--- config.mk ---
export PLATFORM = sky130hd
export DESIGN_NAME = doorbell_rx_queue
export DESIGN_NICKNAME = d
export VERILOG_FILES = /design/src/rtl/dbq_pkg.sv /design/src/rtl/dbq_ring_ptr.sv /design/src/rtl/dbq_ctrl.sv /design/src/rtl/doorbell_rx_queue.sv
export SDC_FILE = /design/constraint.sdc
export NUM_CORES = 1
export LEC_CHECK = 0
export ABC_AREA = 0
export BUFFER_PORTS_ARGS = -buffer_cell sky130_fd_sc_hd__buf_2
export CORE_UTILIZATION = 36
export CTS_CLUSTER_DIAMETER = 40
export DETAILED_ROUTE_END_ITERATION = 10
export SETUP_SLACK_MARGIN = 0.15
export SLEW_MARGIN = 0
export SYNTH_ARGS = -nofsm -noshare
export SYNTH_HDL_FRONTEND = slang
export SYNTH_SLANG_ARGS = --single-unit
--- constraint.sdc ---
create_clock -name clk -period 3.05 [get_ports clk]
set_input_delay 0.305 -clock clk [delete_from_list [all_inputs] [get_ports clk]]
set_output_delay 0.305 -clock clk [all_outputs]
set_load 0.01 [all_outputs]
--- src/rtl/dbq_pkg.sv ---
// Package: shared encodings of the doorbell receive queue.
// Assumes: registers are 32 bits wide and ring entries are 8 bytes.
package dbq_pkg;
    localparam logic [1:0] REG_MODE = 2'd0;
    localparam logic [1:0] REG_STAT = 2'd1;
    localparam logic [1:0] REG_DEQ  = 2'd2;
    localparam logic [1:0] REG_ENQ  = 2'd3;

    localparam int MB_EN      = 0;
    localparam int MB_DEQ_INC = 1;
    localparam int MB_IE_FULL = 4;
    localparam int MB_IE_WAIT = 5;
    localparam int MB_IE_ERR  = 6;
    localparam int MB_SIZE_LO = 12;
    localparam int MB_SNOOP   = 20;

    localparam int SB_WAIT = 0;
    localparam int SB_FULL = 4;
    localparam int SB_ERR  = 7;

    localparam int ENTRY_SHIFT = 3;

    typedef enum logic [1:0] {
        RSP_ACCEPT = 2'd0,
        RSP_RETRY  = 2'd1,
        RSP_ERROR  = 2'd2
    } rsp_e;

    // Pack one ring entry: pad, target, source, info from high to low halfword.
    function automatic logic [63:0] pack_entry(input logic [15:0] tgt,
                                               input logic [15:0] src,
                                               input logic [15:0] info);
        return {16'h0000, tgt, src, info};
    endfunction
endpackage

--- src/rtl/dbq_ring_ptr.sv ---
// Module: one ring pointer (enqueue or dequeue).
// Holds an 8-byte aligned byte address. Stepping wraps the bits under
// span_mask and keeps the bits above it. A load takes priority over a step.
// Assumes span_mask is a contiguous low mask of at least 5 bits.
module dbq_ring_ptr #(
    parameter int ADDR_W = 32
) (
    input  logic              clk,
    input  logic              rst_n,
    input  logic              load,
    input  logic [ADDR_W-1:0] load_val,
    input  logic              step,
    input  logic [ADDR_W-1:0] span_mask,
    output logic [ADDR_W-1:0] ptr_q,
    output logic [ADDR_W-1:0] ptr_next
);
    import dbq_pkg::*;

    // Purpose: address of the following entry, wrapped inside the ring span.
    always_comb begin
        ptr_next = (ptr_q & ~span_mask) |
                   ((ptr_q + ADDR_W'(1 << ENTRY_SHIFT)) & span_mask);
    end

    // Purpose: hold the pointer; software load first, then hardware step.
    always_ff @(posedge clk) begin
        if (!rst_n) begin
            ptr_q <= '0;
        end else if (load) begin
            ptr_q <= {load_val[ADDR_W-1:ENTRY_SHIFT], {ENTRY_SHIFT{1'b0}}};
        end else if (step) begin
            ptr_q <= ptr_next;
        end
    end
endmodule

--- src/rtl/dbq_ctrl.sv ---
// Module: mode and status registers with the interrupt combine.
// Mode fields are replaced as a whole on a mode write. The dequeue-increment
// bit is never stored; it is decoded into a one-cycle strobe. Status flags are
// sticky, cleared by writing one, and a set event wins over a clear.
// Assumes LOG2_ENTRIES is between 2 and 17.
module dbq_ctrl #(
    parameter int LOG2_ENTRIES = 9
) (
    input  logic        clk,
    input  logic        rst_n,
    input  logic        reg_wr,
    input  logic [1:0]  reg_addr,
    input  logic [31:0] reg_wdata,
    input  logic        nonempty,
    input  logic        set_full,
    input  logic        set_err,
    output logic        unit_en,
    output logic        snoop,
    output logic [3:0]  size_field,
    output logic        deq_step,
    output logic [2:0]  stat_q,
    output logic [31:0] mode_rd,
    output logic [31:0] stat_rd,
    output logic        irq
);
    import dbq_pkg::*;

    localparam logic [3:0] SIZE_MAX = 4'(LOG2_ENTRIES - 2);

    logic       ie_full, ie_wait, ie_err;
    logic       mode_we, stat_we;
    logic [3:0] wr_size;
    logic [2:0] clr;
    logic       unused_wdata;

    assign unused_wdata = ^{reg_wdata[31:21], reg_wdata[19:16], reg_wdata[11:8],
                            reg_wdata[3:2]};

    // Purpose: decode register writes and clamp the entry-count field.
    always_comb begin
        mode_we  = reg_wr && (reg_addr == REG_MODE);
        stat_we  = reg_wr && (reg_addr == REG_STAT);
        wr_size  = (reg_wdata[MB_SIZE_LO +: 4] > SIZE_MAX) ? SIZE_MAX
                                                          : reg_wdata[MB_SIZE_LO +: 4];
        deq_step = mode_we && reg_wdata[MB_DEQ_INC] && nonempty;
        clr      = stat_we ? {reg_wdata[SB_ERR], reg_wdata[SB_FULL], reg_wdata[SB_WAIT]}
                           : 3'b000;
    end

    // Purpose: mode register storage.
    always_ff @(posedge clk) begin
        if (!rst_n) begin
            unit_en    <= 1'b0;
            snoop      <= 1'b0;
            ie_full    <= 1'b0;
            ie_wait    <= 1'b0;
            ie_err     <= 1'b0;
            size_field <= SIZE_MAX;
        end else if (mode_we) begin
            unit_en    <= reg_wdata[MB_EN];
            snoop      <= reg_wdata[MB_SNOOP];
            ie_full    <= reg_wdata[MB_IE_FULL];
            ie_wait    <= reg_wdata[MB_IE_WAIT];
            ie_err     <= reg_wdata[MB_IE_ERR];
            size_field <= wr_size;
        end
    end

    // Purpose: sticky status flags {err, full, wait}; set wins over clear.
    always_ff @(posedge clk) begin
        if (!rst_n) begin
            stat_q <= 3'b000;
        end else begin
            stat_q[0] <= nonempty | (stat_q[0] & ~clr[0]);
            stat_q[1] <= set_full | (stat_q[1] & ~clr[1]);
            stat_q[2] <= set_err  | (stat_q[2] & ~clr[2]);
        end
    end

    // Purpose: register read images and the gated interrupt.
    always_comb begin
        mode_rd                   = '0;
        mode_rd[MB_EN]            = unit_en;
        mode_rd[MB_IE_FULL]       = ie_full;
        mode_rd[MB_IE_WAIT]       = ie_wait;
        mode_rd[MB_IE_ERR]        = ie_err;
        mode_rd[MB_SIZE_LO +: 4]  = size_field;
        mode_rd[MB_SNOOP]         = snoop;
        stat_rd                   = '0;
        stat_rd[SB_WAIT]          = stat_q[0];
        stat_rd[SB_FULL]          = stat_q[1];
        stat_rd[SB_ERR]           = stat_q[2];
        irq = (stat_q[0] & ie_wait) | (stat_q[1] & ie_full) | (stat_q[2] & ie_err);
    end
endmodule

--- src/rtl/doorbell_rx_queue.sv ---
// Module: inbound doorbell receive queue (top).
// Writes each accepted doorbell into a size-aligned memory ring at the
// enqueue pointer and returns a response code one cycle later. One ring slot
// stays empty so that full and empty can be told apart.
// Assumes: ADDR_W <= 32, and memory accepts a write in the cycle mem_we is high.
module doorbell_rx_queue #(
    parameter int ADDR_W       = 32,
    parameter int LOG2_ENTRIES = 9
) (
    input  logic              clk,
    input  logic              rst_n,
    input  logic              reg_wr,
    input  logic [1:0]        reg_addr,
    input  logic [31:0]       reg_wdata,
    output logic [31:0]       reg_rdata,
    input  logic              db_valid,
    input  logic              db_bad,
    input  logic [15:0]       db_src,
    input  logic [15:0]       db_tgt,
    input  logic [15:0]       db_info,
    output logic              rsp_valid,
    output logic [1:0]        rsp_code,
    output logic              mem_we,
    output logic [ADDR_W-1:0] mem_addr,
    output logic [63:0]       mem_wdata,
    output logic              mem_snoop,
    output logic              irq
);
    import dbq_pkg::*;

    localparam int OFF_W = LOG2_ENTRIES + ENTRY_SHIFT;

    logic              mode_en, deq_step, nonempty, ring_full;
    logic              set_full, set_err, ptr_load;
    logic [3:0]        size_field;
    logic [2:0]        stat_q;
    logic [31:0]       mode_rd, stat_rd;
    logic [ADDR_W-1:0] span_mask, enq_ptr, enq_next, deq_ptr, deq_next;
    logic [ADDR_W-1:0] ptr_wval;
    logic              enq_load, deq_load;
    logic              unused_deq_next;
    rsp_e              rsp_d;

    assign unused_deq_next = ^deq_next;

    dbq_ctrl #(.LOG2_ENTRIES(LOG2_ENTRIES)) u_ctrl (
        .clk        (clk),
        .rst_n      (rst_n),
        .reg_wr     (reg_wr),
        .reg_addr   (reg_addr),
        .reg_wdata  (reg_wdata),
        .nonempty   (nonempty),
        .set_full   (set_full),
        .set_err    (set_err),
        .unit_en    (mode_en),
        .snoop      (mem_snoop),
        .size_field (size_field),
        .deq_step   (deq_step),
        .stat_q     (stat_q),
        .mode_rd    (mode_rd),
        .stat_rd    (stat_rd),
        .irq        (irq)
    );

    // Purpose: ring span mask from the entry-count field, and pointer loads.
    always_comb begin
        span_mask = (ADDR_W'(1) << (32'(size_field) + 32'(ENTRY_SHIFT + 2))) - ADDR_W'(1);
        span_mask = span_mask & ((ADDR_W'(1) << OFF_W) - ADDR_W'(1));
        ptr_wval  = ADDR_W'(reg_wdata);
        enq_load  = reg_wr && (reg_addr == REG_ENQ);
        deq_load  = reg_wr && (reg_addr == REG_DEQ);
        ptr_load  = enq_load || deq_load;
    end

    dbq_ring_ptr #(.ADDR_W(ADDR_W)) u_enq (
        .clk       (clk),
        .rst_n     (rst_n),
        .load      (enq_load),
        .load_val  (ptr_wval),
        .step      (mem_we),
        .span_mask (span_mask),
        .ptr_q     (enq_ptr),
        .ptr_next  (enq_next)
    );

    dbq_ring_ptr #(.ADDR_W(ADDR_W)) u_deq (
        .clk       (clk),
        .rst_n     (rst_n),
        .load      (deq_load),
        .load_val  (ptr_wval),
        .step      (deq_step),
        .span_mask (span_mask),
        .ptr_q     (deq_ptr),
        .ptr_next  (deq_next)
    );

    // Purpose: admission decision for the doorbell presented this cycle.
    always_comb begin
        nonempty  = (enq_ptr != deq_ptr);
        ring_full = (enq_next == deq_ptr);
        mem_we    = db_valid && mode_en && !db_bad && !ring_full;
        set_full  = db_valid && mode_en && !db_bad && ring_full;
        set_err   = db_valid && mode_en && db_bad;
        mem_addr  = enq_ptr;
        mem_wdata = pack_entry(db_tgt, db_src, db_info);
        if (!mode_en || ring_full) rsp_d = RSP_RETRY;
        else if (db_bad)           rsp_d = RSP_ERROR;
        else                       rsp_d = RSP_ACCEPT;
        if (mode_en && db_bad)     rsp_d = RSP_ERROR;
    end

    // Purpose: one-cycle-late response to each doorbell.
    always_ff @(posedge clk) begin
        if (!rst_n) begin
            rsp_valid <= 1'b0;
            rsp_code  <= RSP_ACCEPT;
        end else begin
            rsp_valid <= db_valid;
            rsp_code  <= db_valid ? rsp_d : RSP_ACCEPT;
        end
    end

    // Purpose: register read mux.
    always_comb begin
        case (reg_addr)
            REG_MODE: reg_rdata = mode_rd;
            REG_STAT: reg_rdata = stat_rd;
            REG_DEQ:  reg_rdata = 32'(deq_ptr);
            default:  reg_rdata = 32'(enq_ptr);
        endcase
    end
endmodule

=== After elaboration in Yosys (flattened, before gate mapping) ===
Index checks and enable logic that the tools add are counted.

* Register bits: 79
* Input port bits: 87
* Logic and storage cells: 81

* Add/sub/neg operators: 4
* $lt $le $gt $ge: 1
* Equality and inequality tests: 5
* Shift operators: 1
* Multiplexer cells: 10
* Bitwise operators: 23
* Reductions and logical operators: 23

{| class="wikitable"
|+ Operators by type and width
! kind !! number
|-
| $mux W32 || 4
|-
| $pmux W32 S3 || 1
|-
| $add A32 B4 Y32 const B || 2
|-
| $and A32 B12 Y32 || 2
|-
| $and A32 B32 Y32 || 2
|-
| $or A32 B32 Y32 || 2
|-
| $eq A32 B32 Y1 || 1
|-
| $ne A32 B32 Y1 || 1
|-
| $not A12 Y32 || 1
|-
| $logic_and A1 B1 Y1 || 12
|-
| $shl A1 B5 Y12 const A || 1
|-
| $sub A12 B2 Y12 const B || 1
|-
| $and A1 B1 Y1 || 6
|-
| $mux W2 || 3
|-
| $add A4 B3 Y5 const B || 1
|-
| $not A1 Y1 || 5
|-
| $or A1 B1 Y1 || 5
|-
| $eq A2 B2 Y1 const B || 2
|-
| $gt A4 B3 Y1 const B || 1
|-
| $mux W4 || 1
|-
| $reduce_bool A2 Y1 || 2
|-
| $reduce_or A2 Y1 || 2
|-
| $logic_not A1 Y1 || 3
|-
| $mux W3 || 1
|-
| other kinds (5) || 5
|}

=== Depth between registers and ports, before layout ===
* Depth after elaboration: 11
* Gate-level depth with buffers: 10
* Mapped depth without buffers: 8

=== Modules after synthesis ===
Synthesis repeated with hierarchy kept, for this count alone.

* Cell total of the unflattened synthesis: 966
* Area, all modules: 7,855.0 µm²

{| class="wikitable"
|+ Modules (own cells, without submodules)
! module !! instances !! cells an instance !! area an instance (µm²) !! sequential area each (µm²)
|-
| dbq_ring_ptr || 2 || 309 || 2,328.5 || 640.6
|-
| doorbell_rx_queue || 1 || 228 || 2,198.4 || 60.1
|-
| dbq_ctrl || 1 || 120 || 999.7 || 240.2
|}

=== Worst setup path after synthesis ===
Ideal clock, no wire load.

* Kind: reg-to-output
* Start point: register u_enq.ptr_q[3]
* End point: output port mem_we
* Arrival time: 2.291 ns
* Required time: 2.745 ns
* Path slack: 0.454 ns
* Cell stages (with the launch flop): 9
* Path through: dfxtp_1 -> ha_1 -> nand3_2 -> or3_4 -> a2111oi_4 -> o211ai_2 -> o31ai_2 -> buf_4 -> inv_1

* Longest elaborated chain between the ends: 6

{| class="wikitable"
|+ RTL lines
! element !! line !! RTL
|-
| start: declaration || dbq_ring_ptr.sv:14 || <nowiki>output logic [ADDR_W-1:0] ptr_q,</nowiki>
|-
| start signal: assignment || dbq_ring_ptr.sv:30 || <nowiki>ptr_q <= {load_val[ADDR_W-1:ENTRY_SHIFT], {ENTRY_SHIFT{1'b0}}};</nowiki>
|-
| start signal: assignment || dbq_ring_ptr.sv:32 || <nowiki>ptr_q <= ptr_next;</nowiki>
|-
| $add A32 B4 Y32 || dbq_ring_ptr.sv:22 || <nowiki>((ptr_q + ADDR_W'(1 << ENTRY_SHIFT)) & span_mask);</nowiki>
|-
| $and A32 B12 Y32 || dbq_ring_ptr.sv:22 ||
|-
| $or A32 B32 Y32 * || dbq_ring_ptr.sv:21 || <nowiki>ptr_next = (ptr_q & ~span_mask) |</nowiki>
|-
| $eq A32 B32 Y1 * || doorbell_rx_queue.sv:100 || <nowiki>ring_full = (enq_next == deq_ptr);</nowiki>
|-
| $logic_not A1 Y1 * || doorbell_rx_queue.sv:101 || <nowiki>mem_we = db_valid && mode_en && !db_bad && !ring_full;</nowiki>
|-
| $logic_and A1 B1 Y1 * || doorbell_rx_queue.sv:101 ||
|-
| end: declaration || doorbell_rx_queue.sv:23 || <nowiki>output logic mem_we,</nowiki>
|}

Every way passes the cells marked *; elsewhere a longest branch is shown, timed or not.

=== Worst setup path in the final report ===
* Start point: register u_enq.ptr_q[4]
* End point: output port mem_we

Same word-level chain as after synthesis.

==> flow_summary_export.csv <==
group,metric,value,unit
setup_path,crit_fanout,7,
detailed_routing,vias_per_cell,5.27,
synth,synth.largest_area_cell,"dfxtp_1",
clock_network,cts_tree,"yes",
finish,fill_cells,1396,
grt,grt_max_degree,41,
placement,place_area,5180,um^2
floorplan,core,13500,um^2
setup_path,start_kind,"flop",
clock_network,cts.clk_slew.worst_paths,0.07,ns
clock_network,ctsHtreeMaxLevel,3,
finish,fin_area,5500,um^2
finish,final_nets,757,
clock_network,cts_hold_buffers,0,
synth,synth-seq-area-share,31.2,%
detailed_routing,num_vias,4471,
floorplan,ios,221,
floorplan,die_x,121,um
finish,n_antenna_cell,0,
timing,worst_pin_slew,0.838,ns
setup_path,rr_startpoint,"u_enq.ptr_q[4]$_SDFFE_PN0P_",
setup_path,worstSetupPathType,"reg -> out",
clock_network,root_buffer,"clkbuf_16",
floorplan,die_h,121,um
power,p_leak,2.23,nW
synth,synth_flop_cell,"dfxtp_1",
placement,port_buffers,107,
setup_path,cp_slowest_cell,"dfxtp_4",
detailed_routing,totalWireLength,14400,um
timing,rsz0062_at_grt,"false",
hold_path,hold_depth,3,
finish,area_delta_synth_final,8.52,%
grt,overflow,0,
synth,synth_most_common_cell,"nand2_1",
timing,drv_slew,0,
grt,grt_pass1_wl,22400,um
synth,synth_cells,641,
synth,avgSynthCellArea,7.90,um^2
setup_path,r2r_slack,0.43,ns
timing,period_needed,2.74,ns
placement,gp_congestion,0.901,
timing,slew_headroom,44.1,%
finish,layout-drive-gt1-share,24.4,%
setup_path,critical_path_arrival,2.43,ns
clock_network,clk_latency,0.34,ns
floorplan,initial_core_util,37.5,%
finish,fin_cells,848,
floorplan,rows,42,
hold_path,hold_path.class,"in -> reg",
clock_network,cts_buffers,9,
power,p_per_area,459,nW/um^2
placement,hpwl,10500,um
timing,post-route-period-util,89.7,%
hold_path,holdPathEnd,"u_deq.ptr_q[18]$_SDFFE_PN0P_",
floorplan,die-area,14600,um^2
finish,utilization,40.7,%
placement,place_inst,832,
setup_path,worstRegToRegCells,8,
synth,synth.top_cell.area_share,31.2,%
synth,synth_area_leaders,"dfxtp_1 (31%), buf_4 (13%), nand2_1 (8.7%)",
clock_network,postCtsSetupBuffers,0,
setup_path,crit_chain,"ha_4 -> nand3_2 -> or3_4 -> a2111oi_4 -> o211ai_2 -> o31ai_2 -> inv_1 -> buf_2",
synth,synth-seq-cells,79,
timing,fmax,366,MHz
synth,syn_area,5070,um^2
detailed_routing,wl_per_cell,17.0,um
detailed_routing,route.detailed.drc,0,
timing,tns,0,ns
synth,synth-async-reset-ratio,0,%
setup_path,cp.required,2.74,ns
clock_network,cts_buffer_depth,2,
job,cap_violations,0,
detailed_routing,antenna_left,0,
timing,finalSetupViolations,0,
clock_network,numClockSinks,79,
synth,ys_warn_count,0,
grt,grt_pass1_vias,4311,
timing,hold_violations,0,
detailed_routing,drt_iter0_markers,264,
power,vdd_ir_drop_max,0.000342,V
hold_path,min_from,"reg_wdata[18]",
synth,synth_edf_count,0,
setup_path,end_kind,"primary output",
outcome,status,"finished clean",
setup_path,critPathMaxStageDelay,0.40,ns
timing,fin_worst_skew,0.00689,ns
synth,yosysUniqueCellTypes,55,
grt,antenna_found_initial,0,
detailed_routing,first_pass_iters,6,
setup_path,reg2reg_to,"u_ctrl.stat_q[1]$_SDFF_PN0_",
synth,synth_common_cells,"nand2_1 (117), buf_4 (85), dfxtp_1 (79)",
grt,grt_use_total,20.1,%
[timing repair]
action	CTS	global route
resized for setup	6	3
pin swaps	0	1
endpoints found under the setup margin	1	1
[state kept, by name, summed over array words and instances, names as in the netlist]
| signal | count |
|---|---|
| u_ctrl.size_field | 4 |
| u_deq.ptr_q | 32 |
| u_ctrl.ie_wait | 1 |
| rsp_code | 2 |
| u_ctrl.stat_q | 3 |
| u_enq.ptr_q | 32 |
| u_ctrl.snoop | 1 |
| rsp_valid | 1 |
| u_ctrl.ie_full | 1 |
| u_ctrl.ie_err | 1 |
| u_ctrl.unit_en | 1 |
[power breakdown]
group / total, mW / switching (mW) / internal [mW]
logic: 0.358 / 0.215 / 0.143
clock network: 1.06 / 0.470 / 0.587
registers: 1.11 / 0.0432 / 1.07
total: 2.52 / 0.728 / 1.80
[cell usage in the layout (no fill, tap or decap), drive strengths merged, types with 4 or more instances in the layout]
master,n
a31oi,11
conb,18
mux2,6
dfxtp,79
buf,120
mux2i,25
and3,12
clkbuf,10
nand3,7
a32oi,5
xor2,6
nor2,9
inv,18
nand2,117
or3,10
a22o,7
nor4,4
and2,4
o21ai,31
nand4,10
xnor2,31
nor3,15
a211oi,4
nor2b,23
a21oi,56
[worst max-delay path: cells and delay by family, from the launching register on]
family | cells | cell delay, ns
compound gates | 3 | 0.81
flops | 1 | 0.40
fa+ha+maj | 1 | 0.20
simple gates | 2 | 0.48
buf+inv | 2 | 0.20
[logic make-up (layout without fill, tap and decap cells)]
| logic type | Yosys count | in the layout | share of synthesized area (%) |
|---|---|---|---|
| multiplexers | 33 | 33 | 7.16 |
| adder cells (fa/ha/maj) | 3 | 3 | 0.741 |
| AND/OR/NAND/NOR | 224 | 224 | 21.5 |
| AO/OA/AOI/OAI | 128 | 128 | 16.1 |
| flip-flops | 79 | 79 | 31.2 |
| other | 2 | 18 | 0.148 |
| XOR/XNOR | 37 | 37 | 6.40 |
| buffers and inverters | 135 | 150 | 16.8 |
[through the flow]
stage / power (mW) / setup WS (ns) / hold slack [ns]
2_1_floorplan: 1.43 / 0.454 / 0.441
3_3_place_gp: 1.48 / 0.306 / 0.468
3_5_place_dp: 1.48 / 0.206 / 0.474
4_1_cts: 2.54 / 0.207 / 0.193
5_1_grt: 2.63 / 0.190 / 0.202
6_report: 2.52 / 0.315 / 0.206
[final cells by class]
cell class / count / area [um^2] / share of cell area, %
flip-flops and latches: 79 / 1590 / 28.9
inverters: 14 / 52.6 / 0.956
well taps: 176 / 220 / 4.01
clock buffers: 10 / 239 / 4.35
multi-input cells: 443 / 2710 / 49.3
repair buffers: 120 / 633 / 11.5
clock inverters: 6 / 50.0 / 0.910
[worst max-delay path by stage]
stage,end,slack [ns],startpoint
3_5_place_dp,u_ctrl.stat_q[1]$_SDFF_PN0_,0.21,u_enq.ptr_q[4]$_SDFFE_PN0P_
6_report,mem_we,0.31,u_enq.ptr_q[4]$_SDFFE_PN0P_
4_1_cts,mem_we,0.21,u_ctrl.size_field[3]$_SDFFE_PN0P_
3_3_place_gp,u_ctrl.stat_q[1]$_SDFF_PN0_,0.31,u_enq.ptr_q[4]$_SDFFE_PN0P_
2_1_floorplan,mem_we,0.45,u_enq.ptr_q[3]$_SDFFE_PN0P_
5_1_grt,mem_we,0.19,u_enq.ptr_q[2]$_SDFFE_PP0P_
[per-layer routing]
layer	up-vias	GRT usage (%)	part of all wire, %
met1	2081	24.9	42
li1	2151	-	-
met3	45	5.24	8.1
met5	-	0	0
met2	194	33.2	48
met4	0	7.87	2.3
(Power assumes the default switching activity.)
